`src/rtl/adc_seq_pkg.sv`:
```
package adc_seq_pkg;

  typedef enum logic [2:0] {
    ST_IDLE,
    ST_ARM,
    ST_STROBE,
    ST_CONV,
    ST_READ
  } seq_state_e;

  function automatic int ns_to_cycles(input longint ns, input longint hz);
    return int'((ns * hz) / 64'd1_000_000_000);
  endfunction

endpackage

```
`src/rtl/adc_seq_sync.sv`:
```
module adc_seq_sync #(
  parameter int STAGES  = 2,
  parameter bit RST_VAL = 1'b1
) (
  input  logic clk_i,
  input  logic rst_ni,
  input  logic d_i,
  output logic q_o,
  output logic rise_o,
  output logic fall_o
);
  // one extra stage holds the previous synchronized value for edge detection
  logic [STAGES:0] sh_q;

  always_ff @(posedge clk_i or negedge rst_ni) begin
    if (!rst_ni) sh_q <= {(STAGES+1){RST_VAL}};
    else         sh_q <= {sh_q[STAGES-1:0], d_i};
  end

  assign q_o    = sh_q[STAGES-1];
  assign rise_o = sh_q[STAGES-1] & ~sh_q[STAGES];
  assign fall_o = ~sh_q[STAGES-1] & sh_q[STAGES];
endmodule

```
`src/rtl/adc_seq_cnt.sv`:
```
module adc_seq_cnt #(
  parameter int W = 16
) (
  input  logic         clk_i,
  input  logic         rst_ni,
  input  logic         inc_i,
  output logic [W-1:0] cnt_o
);
  always_ff @(posedge clk_i or negedge rst_ni) begin
    if (!rst_ni)    cnt_o <= '0;
    else if (inc_i) cnt_o <= cnt_o + W'(1);
  end
endmodule

```
`src/rtl/adc_seq_fsm.sv`:
```
module adc_seq_fsm
  import adc_seq_pkg::*;
#(
  parameter int TIMEOUT_CYC = 1000
) (
  input  logic clk_i,
  input  logic rst_ni,
  input  logic req_i,
  input  logic busy_rise_i,
  input  logic busy_fall_i,
  output logic cs_no,
  output logic rc_o,
  output logic capture_o,
  output logic overrun_o,
  output logic timeout_o
);
  localparam int TW = $clog2(TIMEOUT_CYC + 1);

  seq_state_e state_q, state_d;
  logic [TW-1:0] tmo_q;
  logic tmo_hit, active;

  assign active  = (state_q == ST_STROBE) || (state_q == ST_CONV);
  assign tmo_hit = active && (tmo_q == TW'(TIMEOUT_CYC - 1));

  always_comb begin
    state_d   = state_q;
    capture_o = 1'b0;
    timeout_o = 1'b0;
    overrun_o = req_i && (state_q != ST_IDLE);
    unique case (state_q)
      ST_IDLE:   if (req_i) state_d = ST_ARM;
      ST_ARM:    state_d = ST_STROBE;
      ST_STROBE: begin
        if (busy_fall_i) state_d = ST_CONV;
        else if (tmo_hit) begin
          state_d   = ST_IDLE;
          timeout_o = 1'b1;
        end
      end
      ST_CONV: begin
        if (busy_rise_i) state_d = ST_READ;
        else if (tmo_hit) begin
          state_d   = ST_IDLE;
          timeout_o = 1'b1;
        end
      end
      ST_READ: begin
        capture_o = 1'b1;
        state_d   = ST_IDLE;
      end
      default: state_d = ST_IDLE;
    endcase
  end

  always_ff @(posedge clk_i or negedge rst_ni) begin
    if (!rst_ni) begin
      state_q <= ST_IDLE;
      tmo_q   <= '0;
      cs_no   <= 1'b1;
      rc_o    <= 1'b1;
    end else begin
      state_q <= state_d;
      tmo_q   <= active ? tmo_q + TW'(1) : '0;
      // control lines registered from the next state: glitch-free pins
      cs_no   <= !(state_d == ST_STROBE || state_d == ST_CONV || state_d == ST_READ);
      rc_o    <= !(state_d == ST_ARM || state_d == ST_STROBE || state_d == ST_CONV);
    end
  end
endmodule

```
`src/rtl/adc_seq_ctrl.sv`:
```
module adc_seq_ctrl
  import adc_seq_pkg::*;
#(
  parameter int DATA_W      = 16,
  parameter int CNT_W       = 16,
  parameter int CLK_HZ      = 50_000_000,
  parameter int RELEASE_NS  = 250,
  parameter int SYNC_STAGES = 2,
  parameter int TIMEOUT_CYC = 1000
) (
  input  logic                     clk_i,
  input  logic                     rst_ni,
  input  logic                     req_i,
  input  logic                     busy_i,
  input  logic [DATA_W-1:0]        data_i,
  output logic                     cs_no,
  output logic                     rc_o,
  output logic                     valid_o,
  output logic signed [DATA_W-1:0] sample_o,
  output logic [CNT_W-1:0]         sample_cnt_o,
  output logic                     overrun_o,
  output logic [CNT_W-1:0]         overrun_cnt_o,
  output logic                     timeout_o
);
  localparam int REL_CYC = ns_to_cycles(longint'(RELEASE_NS), longint'(CLK_HZ));

  logic busy_s, busy_rise, busy_fall;
  logic capture, overrun_p, timeout_p;

  adc_seq_sync #(.STAGES(SYNC_STAGES), .RST_VAL(1'b1)) u_sync (
    .clk_i  (clk_i),
    .rst_ni (rst_ni),
    .d_i    (busy_i),
    .q_o    (busy_s),
    .rise_o (busy_rise),
    .fall_o (busy_fall)
  );

  adc_seq_fsm #(.TIMEOUT_CYC(TIMEOUT_CYC)) u_fsm (
    .clk_i       (clk_i),
    .rst_ni      (rst_ni),
    .req_i       (req_i),
    .busy_rise_i (busy_rise),
    .busy_fall_i (busy_fall),
    .cs_no       (cs_no),
    .rc_o        (rc_o),
    .capture_o   (capture),
    .overrun_o   (overrun_p),
    .timeout_o   (timeout_p)
  );

  always_ff @(posedge clk_i or negedge rst_ni) begin
    if (!rst_ni) begin
      valid_o   <= 1'b0;
      sample_o  <= '0;
      overrun_o <= 1'b0;
      timeout_o <= 1'b0;
    end else begin
      valid_o   <= capture;
      overrun_o <= overrun_p;
      timeout_o <= timeout_p;
      if (capture) sample_o <= $signed(data_i);
    end
  end

  adc_seq_cnt #(.W(CNT_W)) u_smp_cnt (
    .clk_i  (clk_i),
    .rst_ni (rst_ni),
    .inc_i  (capture),
    .cnt_o  (sample_cnt_o)
  );

  adc_seq_cnt #(.W(CNT_W)) u_ovr_cnt (
    .clk_i  (clk_i),
    .rst_ni (rst_ni),
    .inc_i  (overrun_p),
    .cnt_o  (overrun_cnt_o)
  );

  logic unused_busy_s;
  assign unused_busy_s = busy_s;
endmodule

```
`config.mk`:
```
export PLATFORM = sky130hd
export DESIGN_NAME = adc_seq_ctrl
export DESIGN_NICKNAME = d
export VERILOG_FILES = /design/src/rtl/adc_seq_pkg.sv /design/src/rtl/adc_seq_sync.sv /design/src/rtl/adc_seq_cnt.sv /design/src/rtl/adc_seq_fsm.sv /design/src/rtl/adc_seq_ctrl.sv
export SDC_FILE = /design/constraint.sdc
export NUM_CORES = 1
export LEC_CHECK = 0
export BUFFER_PORTS_ARGS = -buffer_cell sky130_fd_sc_hd__buf_4
export CELL_PAD_IN_SITES_DETAIL_PLACEMENT = 1
export CELL_PAD_IN_SITES_GLOBAL_PLACEMENT = 1
export CORE_MARGIN = 3
export CORE_UTILIZATION = 45
export DETAILED_ROUTE_END_ITERATION = 10
export PLACE_DENSITY_LB_ADDON = 0.1
export SETUP_SLACK_MARGIN = 0.2
export SYNTH_ARGS = -nofsm -noshare
export SYNTH_HDL_FRONTEND = slang
export SYNTH_SLANG_ARGS = --single-unit
export TNS_END_PERCENT = 20
```
`constraint.sdc`:
```
create_clock -name clk_i -period 5.05 [get_ports clk_i]
set_clock_uncertainty 0.05 [all_clocks]
set_input_delay 0.505 -clock clk_i [delete_from_list [all_inputs] [get_ports clk_i]]
set_output_delay 0.505 -clock clk_i [all_outputs]
set_load 0.005 [all_outputs]
```
# Word-level counts from Yosys, hierarchy flattened
# Index checks and enable logic that the tools add are counted.
[word_totals]
regBits = 69
inputBits = 20
output_inout_bits = 53
wordCells = 49
[op_classes]
addsub = 3
eq_ne = 9
muxes = 11
bitwise = 4
n_reduce_logical = 11
[ops]
columns = ["op", "count"]
rows = [
  ["$add 16x1->16 const B", 2],
  ["$eq 3x2->1 const B", 4],
  ["$mux 3", 4],
  ["$pmux 3 s4", 1],
  ["$add 10x1->10 const B", 1],
  ["$eq 10x10->1 const B", 1],
  ["$mux 10", 1],
  ["$eq 3x1->1 const B", 2],
  ["$eq 3x3->1 const B", 2],
  ["$logic_or 1x1->1", 5],
  ["$mux 1", 4],
  ["$logic_not 3->1", 1],
  ["$reduce_bool 3->1", 1],
  ["$and 1x1->1", 2],
  ["$logic_and 1x1->1", 2],
  ["$logic_not 1->1", 2],
  ["$not 1->1", 2],
  ["$pmux 1 s2", 1],
]

# Longest topological paths before layout
# Gate-level depths: netlist of the first run.
[depth]
ltp_word = 10
depth_mapped = 6

# Hierarchy
# A second synthesis of the first run with hierarchy kept.
[hier_totals]
hier_cells = 229
area_unflattened_um2 = 2992.9
[modules_own_cells]
columns = ["mod", "n_inst", "cells_each", "area_per_inst_um2"]
rows = [
  ["adc_seq_cnt", 2, 56, 695.7],
  ["adc_seq_fsm", 1, 75, 783.3],
  ["adc_seq_ctrl", 1, 37, 724.4],
  ["adc_seq_sync", 1, 5, 93.8],
]

# Least setup slack after synthesis of the first run
# No wires, ideal clock.
[synth_timing]
path_type = "flip-flop to flip-flop"
from = "reg u_fsm.state_q[1]"
to = "reg sample_o[10]"
setup_ns = 0.125
arrival_ns = 1.408
path_slack_ns = 3.467
path_stages_with_launch = 5
n_path_buf = 2
synth_period_minus_slack_ns = 1.583
cell_sequence = "dfrtp_1 buf_2 nor3b_4 buf_4 mux2_2"
[synth_via]
elab_chain_len = 2
[synth_lines]
columns = ["element", "line", "rtl"]
rows = [
  ["from (decl)", "adc_seq_fsm.sv:19", "seq_state_e state_q, state_d;"],
  ["from (signal assigned)", "adc_seq_fsm.sv:63", "state_q <= state_d;"],
  ["$eq 3x3->1", "adc_seq_fsm.sv:31", "unique case (state_q)"],
  ["$mux 1", "adc_seq_fsm.sv:31", ""],
  ["to (signal assigned)", "adc_seq_ctrl.sv:62", "if (capture) sample_o <= $signed(data_i);"],
  ["to (decl)", "adc_seq_ctrl.sv:19", "output logic signed [DATA_W-1:0] sample_o,"],
]
# No other way between the ends.
# A chain may end at the register's enable or synchronous reset.

# Final worst setup path of the first run
[layout_timing]
from = "reg u_fsm.state_q[0]"
to = "reg u_smp_cnt.cnt_o[8]"
[layout_via]
elab_chain_len = 2
[layout_lines]
columns = ["element", "line", "rtl"]
rows = [
  ["$eq 3x3->1", "adc_seq_fsm.sv:31", ""],
  ["$mux 1", "adc_seq_fsm.sv:31", ""],
  ["to (signal assigned)", "adc_seq_cnt.sv:11", "else if (inc_i) cnt_o <= cnt_o + W'(1);"],
  ["to (decl)", "adc_seq_cnt.sv:7", "output logic [W-1:0] cnt_o"],
]
# No other way between the ends.

==> summary.txt, run 1 <==
Drt
  – DR WL/cell: 15.04 um
  – Final ANT Viol Nets: 0
  – Via density: 5.152
  – Total Wirelength: 6138 um
  – Initial DRC Count: 93
  – Via Count: 2,102
  – # DRC: 0
  – 1st-pass router iterations: 4

Clock network
  – Post-CTS Setup Inserts: 0
  – Clk sinks: 69
  – Worst-skew pair later-pin latency: 0.33 ns
  – Cts repair resizes: 0
  – Hold Buf Count CTS: 0
  – Max clock buf depth: 2
  – Clock slew at reported path FFs: 0.07 ns
  – Clock root cell: clkbuf_8
  – CTS tree: yes
  – H-tree levels: 3
  – Clock buffer count from CTS: 9

Logic synthesis
  – Post-Syn Instances: 250
  – Post-synthesis cell type count: 40
  – Synthesized flop and latch total: 69
  – Synth Net Count: 273
  – Async set-reset flop share out of synthesis: 100.0%
  – Avg Cell Area, Syn: 12.02 um^2
  – Warnings, synthesis: 0
  – Mapped Area: 0.003004 mm^2
  – Ys flop type: dfrtp_1
  – Post-synth EDFFs: 0
  – Sequential area share after synthesis: 57.68%

Critical path
  – WS Path Type: flip-flop to flip-flop
  – Critical Path Start Type: flip-flop
  – Setup slack on the worst flop-to-flop path: 2.78 ns
  – Reg-to-reg endpoint: u_smp_cnt.cnt_o[8]
  – Worst Path Required: 5.26 ns
  – Worst r2r src: u_fsm.state_q[0]
  – Critical path arrival: 2.48 ns
  – R2R depth: 4
  – Setup crit end kind: flip-flop
  – Worst path slowest cell: nor3b_4
  – Worst-path maximum fanout: 24
  – Crit path largest cell delay: 0.96 ns
  – Critical path, cell by cell: nor3b_4, nand3_1, nor2_1, xor2_1

Final layout
  – Nets@finish: 349
  – Fin area: 0.003802 mm^2
  – Fillers: 700
  – Diode count: 0
  – Final core occ: 59.21%
  – Share of cells above drive strength 1: 35.35%
  – Area Growth Syn to Fin: 26.57%

Min path
  – Hold WC Path Type: input pin to async pin

Floorplanning
  – Die ar.: 0.007692 mm^2
  – Die Height: 87.71 um
  – Core ar.: 0.006422 mm^2
  – I/O Pins: 73
  – Num rows: 29
  – Initial core utilization: 46.78%
  – Die Span X: 87.71 um

Power and ir drop
  – Total Power Consumption: 1.603 mW
  – Leakage Power: 1.790 nW
  – IR drop worst, VDD: 218.4 uV
  – PD cells: 421.7 mW/mm^2

Run status
  – Status: finished, final reports clean

Flow run
  – Max cap viols: 0

STA
  – Max Clk Rate: 440.3 MHz
  – TNS Setup: 0 ns
  – Worst slew pin tran: 1.071 ns
  – Final min period: 2.271 ns
  – Final period utilization: 44.97%
  – Fin. max-slew vios: 0
  – Setup Viol. Count Final: 0
  – Hold WS: 0.2254 ns
  – Unrepaired setup endpoints after global routing: no
  – Slew Limit Headroom: 28.52%
  – Final hold vios: 0

Global routing
  – Global-route wire length before repair: 10,070 um
  – Initial antenna violation count: 0
  – GRT Overall Usage: 17.08%
  – Largest net degree at the start of global routing: 70
  – Overflow left after global routing: 0
  – Vias in the first global route: 2,013

Placed design
  – Placer Congestion: 0.7363
  – Port buffer count: 72
  – Dpl hpwl: 4418 um
  – Area after DPL: 0.003591 mm^2
[state kept, by name, summed over array words and instances (netlist names)]
signal           flops
u_smp_cnt.cnt_o     16
sample_o            16
timeout_o            1
overrun_o            1
valid_o              1
u_fsm.cs_no          1
u_ovr_cnt.cnt_o     16
u_fsm.state_q        3
u_sync.sh_q          3
u_fsm.rc_o           1
u_fsm.tmo_q         10
[cell type report]
cell class                      instances  area, um^2  area share [%]
Clock buffer                           13       168.9           4.442
Tap cell                               77       96.34           2.534
Sequential cell                        69        1733           45.57
Clock inverter                          3       42.54           1.119
Inverter                                5       18.77          0.4936
Multi-Input combinational cell        169        1202           31.62
Timing Repair Buffer                   72       540.5           14.22
[how the worst max path moves through the flow]
stage / startpoint / to / cells past startpoint
CTS: u_fsm.state_q[0] / u_smp_cnt.cnt_o[8] / 4
finish: u_fsm.state_q[0] / u_smp_cnt.cnt_o[8] / 4
detailed placement: u_fsm.state_q[0] / u_smp_cnt.cnt_o[8] / 4
global route: u_fsm.state_q[0] / u_smp_cnt.cnt_o[8] / 4
global placement: u_fsm.state_q[0] / u_smp_cnt.cnt_o[14] / 4
floorplan: u_fsm.state_q[1] / sample_o[10] / 4
[placed cells by master (no fill, tap or decap), types with 2 or more instances in the layout]
cell and count:
o21ai_0 2, xnor2_1 28, ha_1 3, nand2b_1 2, and3_1 3, dfstp_2 5
xor2_1 9, nor2_1 17, nor3_1 8, or3_1 3, mux2_2 17, nor2b_1 4
nand2_1 23, buf_4 72, a21oi_1 2, nor4_1 3, dfrtp_1 64, clkbuf_8 12
and4_1 2, nand4_1 11, inv_1 5, nand3_1 16
[where the power goes]
| group | internal (mW) | total [mW] | switching (mW) |
|---|---|---|---|
| Combinational | 0.207 | 0.354 | 0.147 |
| Clock | 0.268 | 0.466 | 0.198 |
| Sequential | 0.662 | 0.784 | 0.122 |
| Total | 1.14 | 1.60 | 0.466 |
[critical path: cells and delay by family, from the launching register on]
family / cells / cell delay (ns)
xor gates and xnor gates: 1 / 0.17
and+or+nand+nor: 3 / 1.41
DFF: 1 / 0.58
[cell usage after synthesis, types with 2 or more instances]
library cell,count,area share (%)
and3_1,3,0.62
xnor2_1,28,8.2
inv_1,5,0.62
a21oi_1,2,0.33
nand4_1,11,2.3
nand3_1,16,2.7
and4_1,2,0.58
nor2_1,17,2.1
nand2b_1,2,0.42
nor3_1,8,1.3
or3_1,3,0.62
buf_4,2,0.50
nand2_1,23,2.9
clkbuf_1,2,0.25
nor4_1,3,0.62
xor2_1,9,2.6
ha_1,3,1.2
dfrtp_1,64,53
o21ai_0,2,0.33
mux2_2,17,6.4
buf_6,2,0.75
dfstp_2,5,4.4
nor2b_1,4,0.83
[through the flow]
stage | worst slack [ns] | std cells
2_1_floorplan | 3.467 | 250
3_3_place_gp | 2.786 | 392
5_1_grt | 2.455 | 408
6_report | 2.779 | 408
3_5_place_dp | 2.746 | 392
4_1_cts | 2.743 | 408
[per-layer routing]
layer | vias to the layer above | track usage, % | wire length [um]
li1 | 1014 | - | -
met1 | 1026 | 23.01 | 2827
met2 | 51 | 25.89 | 2845
met3 | 11 | 3.763 | 324
met4 | 0 | 8.926 | 140
met5 | - | 0 | 0
[logic make-up (layout without fill, tap and decap cells)]
kind of cell | count (synthesis) | after routing | synth area share [%]
xor+xnor | 37 | 37 | 10.79
flops | 69 | 69 | 57.68
mux | 18 | 18 | 6.705
fa+ha+maj | 3 | 3 | 1.250
buf+inv | 12 | 93 | 2.291
simple gates | 103 | 103 | 19.03
compound gates | 8 | 8 | 2.249
Note: power is estimated with default switching activity, not from simulation.
==> run 2: changes to the inputs <==
- CORE_UTILIZATION: 45 -> 42
- clock period: 5.05 -> 2.1 ns (I/O delays scaled with it)
==> run 2 against run 1 <==
Against the previous run:
- non-clock buffer count grew 8
- core utilization decreased by 2.9 points
- sequential power up 140%
- sequential cell count unchanged
- sequential share of layout area fell by 0.80 points
- critical path type unchanged
==> summary.txt, run 2 (synthesized netlist as in run 1, its figures left out) <==
Final layout
  – Commonest non-fill, non-tap cells in the layout: 77 x buf_4, 64 x dfrtp_1, 28 x xnor2_1 (was 72 x buf_4, 64 x dfrtp_1, 28 x xnor2_1)
  – Diode count: 0 (unchanged)
  – Fillers: 757 (was 700)
  – Share of cells above drive strength 1: 36.28% (was 35.35%)
  – Leading cell type in the layout, fill and taps excluded: buf_4 (unchanged)
  – Biggest regs: sample_o x16, u_ovr_cnt.cnt_o x16, u_smp_cnt.cnt_o x16 (unchanged)
  – Area Growth Syn to Fin: 28.82% (was 26.57%)
  – Nets@finish: 357 (was 349)

STA
  – Final period utilization: 80.96% (was 44.97%)
  – Fin. max-slew vios: 0 (unchanged)
  – Slew Limit Headroom: 67.52% (was 28.52%)
  – TNS Setup: 0 ns (unchanged)
  – Max Clk Rate: 588.2 MHz (was 440.3 MHz)
  – Final hold vios: 0 (unchanged)
  – Final min period: 1.700 ns (was 2.271 ns)
  – Worst slew pin tran: 0.4872 ns (was 1.071 ns)
  – Setup Viol. Count Final: 0 (unchanged)
  – Unrepaired setup endpoints after global routing: no (unchanged)

Clock network
  – Cts repair resizes: 0 (unchanged)
  – Clock root cell: clkbuf_8 (unchanged)
  – Worst-skew pair later-pin latency: 0.33 ns (about the same)
  – Clk sinks: 69 (unchanged)
  – Clock buffer count from CTS: 9 (unchanged)
  – Clock slew at reported path FFs: 0.07 ns (about the same)
  – CTS tree: yes (unchanged)
  – Max clock buf depth: 2 (unchanged)
  – H-tree levels: 3 (unchanged)

Critical path
  – WS Path Type: flip-flop to flip-flop (unchanged)
  – Critical Path Start Type: flip-flop (unchanged)
  – Critical path arrival: 1.91 ns (was 2.48 ns)
  – Worst-path maximum fanout: 10 (was 24)
  – Worst Path Required: 2.31 ns (was 5.26 ns)
  – Setup crit end kind: flip-flop (unchanged)

Power and ir drop
  – PD cells: 971.3 mW/mm^2 (was 421.7 mW/mm^2)
  – Total Power Consumption: 3.759 mW (was 1.603 mW)
  – Leakage Power: 1.820 nW (was 1.790 nW)
  – IR drop worst, VDD: 552.0 uV (was 218.4 uV)

Drt
  – DR WL/cell: 14.98 um (was 15.04 um)
  – Via density: 4.961 (was 5.152)
  – Initial DRC Count: 44 (was 93)
  – Via Count: 2,158 (was 2,102)
  – # DRC: 0 (unchanged)
  – Total Wirelength: 6517 um (was 6138 um)
  – 1st-pass router iterations: 4 (unchanged)
  – Final ANT Viol Nets: 0 (unchanged)

Global routing
  – Initial antenna violation count: 0 (unchanged)
  – Largest net degree at the start of global routing: 38 (was 70)
  – Overflow left after global routing: 0 (unchanged)
  – Vias in the first global route: 2,247 (was 2,013)
  – Global-route wire length before repair: 11,180 um (was 10,070 um)
  – GRT Overall Usage: 16.88% (was 17.08%)

Floorplanning
  – Die ar.: 0.008204 mm^2 (was 0.007692 mm^2)
  – Initial core utilization: 43.73% (was 46.78%)
  – Die Span X: 90.58 um (was 87.71 um)
  – Num rows: 30 (was 29)
  – Die Height: 90.58 um (was 87.71 um)
  – I/O Pins: 73 (unchanged)
  – Core ar.: 0.006869 mm^2 (was 0.006422 mm^2)

Run status
  – Status: finished, final reports clean (unchanged)

Placed design
  – Dpl hpwl: 4829 um (was 4418 um)
  – Placer Congestion: 0.7449 (was 0.7363)
  – Port buffer count: 72 (unchanged)

Min path
  – Hold WC Path Type: input pin to flip-flop (was input pin to async pin)

Flow run
  – Max cap viols: 0 (unchanged)
run 2: power breakdown:
group / leakage [nW] / internal, mW / total, mW / switching (mW)
clock: 0.0921 / 0.488 / 0.970 / 0.483
combinational: 0.817 / 0.529 / 0.923 / 0.394
sequential: 0.911 / 1.59 / 1.87 / 0.273
total: 1.82 / 2.61 / 3.76 / 1.15
run 2: per-stage QoR:
stage	std cells	hold slack, ns	utilization (%)	worst slack (ns)	cell area, um^2
after detailed placement	417	0.1670	53.46	0.3985	3672
after global routing	435	0.04637	56.34	0.2980	3870
final	435	0.05406	56.34	0.3998	3870
after CTS	435	0.03731	56.34	0.3775	3870
after floorplan	250	-0.1356	-	0.5170	3004
after global placement	417	0.1601	53.46	0.4611	3672
run 2: path summary, 6_finish.rpt:
check                                      start                  to  slack (ns)  depth (start not counted)
worst max-delay path            u_fsm.state_q[2]  u_smp_cnt.cnt_o[7]        0.40                          4
worst min-delay path                   data_i[5]         sample_o[5]        0.05                          2
worst max register to register  u_fsm.state_q[2]  u_smp_cnt.cnt_o[7]        0.40                          4
worst min register to register    u_sync.sh_q[0]      u_sync.sh_q[1]        0.31                          0
max in group asynchronous                 rst_ni          u_fsm.rc_o        1.04                          3
min in group asynchronous                 rst_ni             valid_o        0.33                          2
run 2: repair_timing:
item | in CTS | in global routing
hold buffers | 2 | 0
endpoints found under the hold margin | 33 | 0
buffers inserted | 0 | 0
run 2: routing by layer:
| metal | part of all wire [%] | GRT usage, % | wire (um) | up-vias |
|---|---|---|---|---|
| met1 | 44 | 21.63 | 2895 | 1074 |
| met5 | 0 | 0 | 0 | - |
| met3 | 4.6 | 3.083 | 302 | 7 |
| met2 | 50 | 28.17 | 3241 | 49 |
| li1 | - | - | - | 1028 |
| met4 | 1.2 | 6.888 | 78 | 0 |
run 2: worst max-delay path, cell delays in order, from the launching register on:
cell,delay (ns)
dfrtp_1,0.56
nand4_1,0.21
nor4_4,0.41
and3_1,0.23
xor2_1,0.16
run 2: layout make-up:
type	instances	area [um^2]	area share [%]
clock buffer	12	155.1	4.009
inverter	5	18.77	0.4850
clock inverter	4	22.52	0.5820
multi-input combinational	169	1202	31.07
sequential	69	1733	44.78
tap	96	120.1	3.104
timing repair buffer	80	618.1	15.97
==> run 3: changes to the inputs <==
- clock period: 2.1 -> 1.66 ns (I/O delays scaled with it)
==> run 3 against run 2 <==
Against the previous run:
- sequential power increased by 25%
- sequential share of layout area shrank 3.7 points
- setup slack worse by 0.24 ns
- non-clock buffer count is 34 higher
- first-iteration DRC count rose by 50%
- combinational power grew 57%
- clock power is 26% higher
- clock-buffer cell count increased by 2
- maximum frequency is 13% higher
- critical endpoint is now sample_o[6]
==> summary.txt, run 3 (synthesized netlist as in run 1, its figures left out) <==
Clock network
  – H-tree levels: 3 (unchanged)
  – Clk sinks: 69 (unchanged)
  – Clock buffer count from CTS: 9 (unchanged)
  – CTS tree: yes (unchanged)
  – Worst-skew pair later-pin latency: 0.33 ns (about the same)
  – Clock root cell: clkbuf_8 (unchanged)
  – Max clock buf depth: 2 (unchanged)
  – Clock slew at reported path FFs: 0.07 ns (about the same)

Global routing
  – Largest net degree at the start of global routing: 32 (was 38)
  – Grt peak-use layer: met2 (unchanged)
  – GRT Overall Usage: 18.03% (was 16.88%)
  – Global-route wire length before repair: 11,910 um (was 11,180 um)
  – Vias in the first global route: 2,310 (was 2,247)
  – Grt met1 use: 24.46% (was 21.63%)
  – Overflow left after global routing: 0 (unchanged)
  – Global-route track usage on met3: 3.083% (unchanged)
  – Met2 Usage GRT: 29.34% (was 28.17%)
  – Initial antenna violation count: 0 (unchanged)

Critical path
  – Critical path, cell by cell: nor3b_4, buf_4, buf_4, mux2_2 (was nand4_1, nor4_4, and3_1, xor2_1)
  – Critical Path Start Type: flip-flop (unchanged)
  – Crit path largest cell delay: 0.48 ns (was 0.56 ns)
  – Setup crit end kind: flip-flop (unchanged)
  – CP delay by family, top: flip-flops (was simple AND/OR/NAND/NOR gates)
  – Worst path slowest cell: dfrtp_2 (was dfrtp_1)
  – Buf/Inv on CP: 2 (was 0)
  – Worst Path Required: 1.82 ns (was 2.31 ns)
  – Worst-path maximum fanout: 6 (was 10)
  – WS Path Type: flip-flop to flip-flop (unchanged)
  – Cell mode on critical path: buf_4
  – Critical path arrival: 1.66 ns (was 1.91 ns)

Final layout
  – Leading cell type in the layout, fill and taps excluded: buf_4 (unchanged)
  – Commonest non-fill, non-tap cells in the layout: 105 x buf_4, 58 x dfrtp_1, 28 x xnor2_1 (was 77 x buf_4, 64 x dfrtp_1, 28 x xnor2_1)
  – Area Growth Syn to Fin: 41.19% (was 28.82%)
  – Diode count: 0 (unchanged)
  – Non-filler instance count after layout: 469 (was 435)
  – Nets@finish: 391 (was 357)
  – Share of cells above drive strength 1: 45.84% (was 36.28%)
  – Biggest regs: sample_o x16, u_ovr_cnt.cnt_o x16, u_smp_cnt.cnt_o x16 (unchanged)

Placed design
  – Port buffer count: 72 (unchanged)
  – Dpl hpwl: 4960 um (was 4829 um)
  – Placer Congestion: 0.8028 (was 0.7449)
  – Placed insts: 427 (was 417)

STA
  – Final hold vios: 0 (unchanged)
  – Fin. max-slew vios: 0 (unchanged)
  – Setup Viol. Count Final: 0 (unchanged)
  – Hold WS: 0.01774 ns (was 0.05406 ns)
  – Slew Limit Headroom: 72.23% (was 67.52%)
  – Final min period: 1.503 ns (was 1.700 ns)
  – TNS Setup: 0 ns (unchanged)
  – Worst slew pin tran: 0.4165 ns (was 0.4872 ns)
  – Max Clk Rate: 665.4 MHz (was 588.2 MHz)
  – Unrepaired setup endpoints after global routing: yes (was no)
  – Final period utilization: 90.54% (was 80.96%)

Power and ir drop
  – Pint: 3.484 mW (was 2.610 mW)
  – Register share of total power: 46.7% (was 49.6%)
  – Clock group share of total power: 24.3% (was 25.8%)
  – Switching portion of total power: 30.29% (was 30.57%)
  – P_sw: 1.514 mW (was 1.149 mW)
  – PD cells: 1178 mW/mm^2 (was 971.3 mW/mm^2)
  – Comb pwr share: 29.0% (was 24.6%)
  – Total Power Consumption: 4.997 mW (was 3.759 mW)
  – Leakage Power: 1.998 nW (was 1.820 nW)
  – IR drop worst, VDD: 626.8 uV (was 552.0 uV)

Floorplanning
  – Die Height: 90.58 um (unchanged)
  – Die ar.: 0.008204 mm^2 (unchanged)
  – Core ar.: 0.006869 mm^2 (unchanged)
  – Initial core utilization: 43.73% (unchanged)
  – Die Span X: 90.58 um (unchanged)
  – Num rows: 30 (unchanged)
  – I/O Pins: 73 (unchanged)

Drt
  – Initial DRC Count: 66 (was 44)
  – Final ANT Viol Nets: 0 (unchanged)
  – Via density: 4.859 (was 4.961)
  – Via Count: 2,279 (was 2,158)
  – Total Wirelength: 7173 um (was 6517 um)
  – # DRC: 0 (unchanged)
  – DR WL/cell: 15.29 um (was 14.98 um)
  – 1st-pass router iterations: 6 (was 4)

Run status
  – Status: finished, final reports clean (unchanged)

Flow run
  – Max cap viols: 0 (unchanged)

Min path
  – Hold WC Path Type: input pin to flip-flop (unchanged)
-- run 3: changes by cell type in the layout (fill, tap and decap cells not counted), sizes merged --
cell         change
buf             +30
dlygate4sd3      +4
clkbuf           +2
clkinv           -1
clkinvlp         -1
-- run 3: repair_timing --
item                       CTS  global route
pin swaps                    3            10
setup endpoints to repair   30            45
setup buffers               11             8
cloned                       1             0
hold endpoints to repair    28             0
resized for setup            9            19
hold buffers                 6             0
-- run 3: cell type report --
| cell class | count | area [um^2] |
|---|---|---|
| clock buffer | 14 | 162.7 |
| clock inverter | 2 | 10.01 |
| fill | 734 | 2628 |
| inverter | 5 | 18.77 |
| multi-input combinational | 169 | 1299 |
| sequential | 69 | 1740 |
| tap | 96 | 120.1 |
| timing repair buffer | 114 | 890.9 |
-- run 3: routing by layer --
metal / share of wire (%) / wire length [um]
met1: 45 / 3219
met2: 50 / 3595
met3: 3.6 / 259
met4: 1.4 / 98
met5: 0 / 0
-- run 3: path summary, 6_finish.rpt --
| check | from | end | slack, ns | cells after the start |
|---|---|---|---|---|
| worst max-delay path | u_fsm.state_q[1] | sample_o[6] | 0.16 | 4 |
| worst min-delay path | data_i[12] | sample_o[12] | 0.02 | 2 |
| worst max register to register | u_fsm.state_q[1] | sample_o[6] | 0.16 | 4 |
| worst min register to register | u_sync.sh_q[0] | u_sync.sh_q[1] | 0.31 | 0 |
| max in group asynchronous | rst_ni | u_fsm.cs_no | 0.73 | 3 |
| min in group asynchronous | rst_ni | u_smp_cnt.cnt_o[14] | 0.22 | 2 |
-- run 3: power groups by stage --
stage | logic, mW | clock network (mW) | registers, mW
after floorplan | 0.629 | 0 | 2.32
after global placement | 1.26 | 0 | 2.33
after detailed placement | 1.28 | 0 | 2.36
after CTS | 1.36 | 1.25 | 2.33
after global routing | 1.62 | 1.34 | 2.38
final | 1.45 | 1.22 | 2.33
-- run 3: per-stage QoR --
| stage | area, um^2 | worst slack (ns) | utilization (%) |
|---|---|---|---|
| after global routing | 4242 | 0.09610 | 61.75 |
| after detailed placement | 3749 | 0.06211 | 54.57 |
| after floorplan | 3019 | 0.1111 | - |
| after CTS | 4101 | 0.1702 | 59.71 |
| after global placement | 3749 | 0.1253 | 54.57 |
| final | 4242 | 0.1571 | 61.75 |
-- run 3: worst reg2reg max path, stage by stage (launching register included) --
cell and delay, ns:
dfrtp_2 0.48, nor3b_4 0.23, buf_4 0.15, buf_4 0.15, mux2_2 0.34
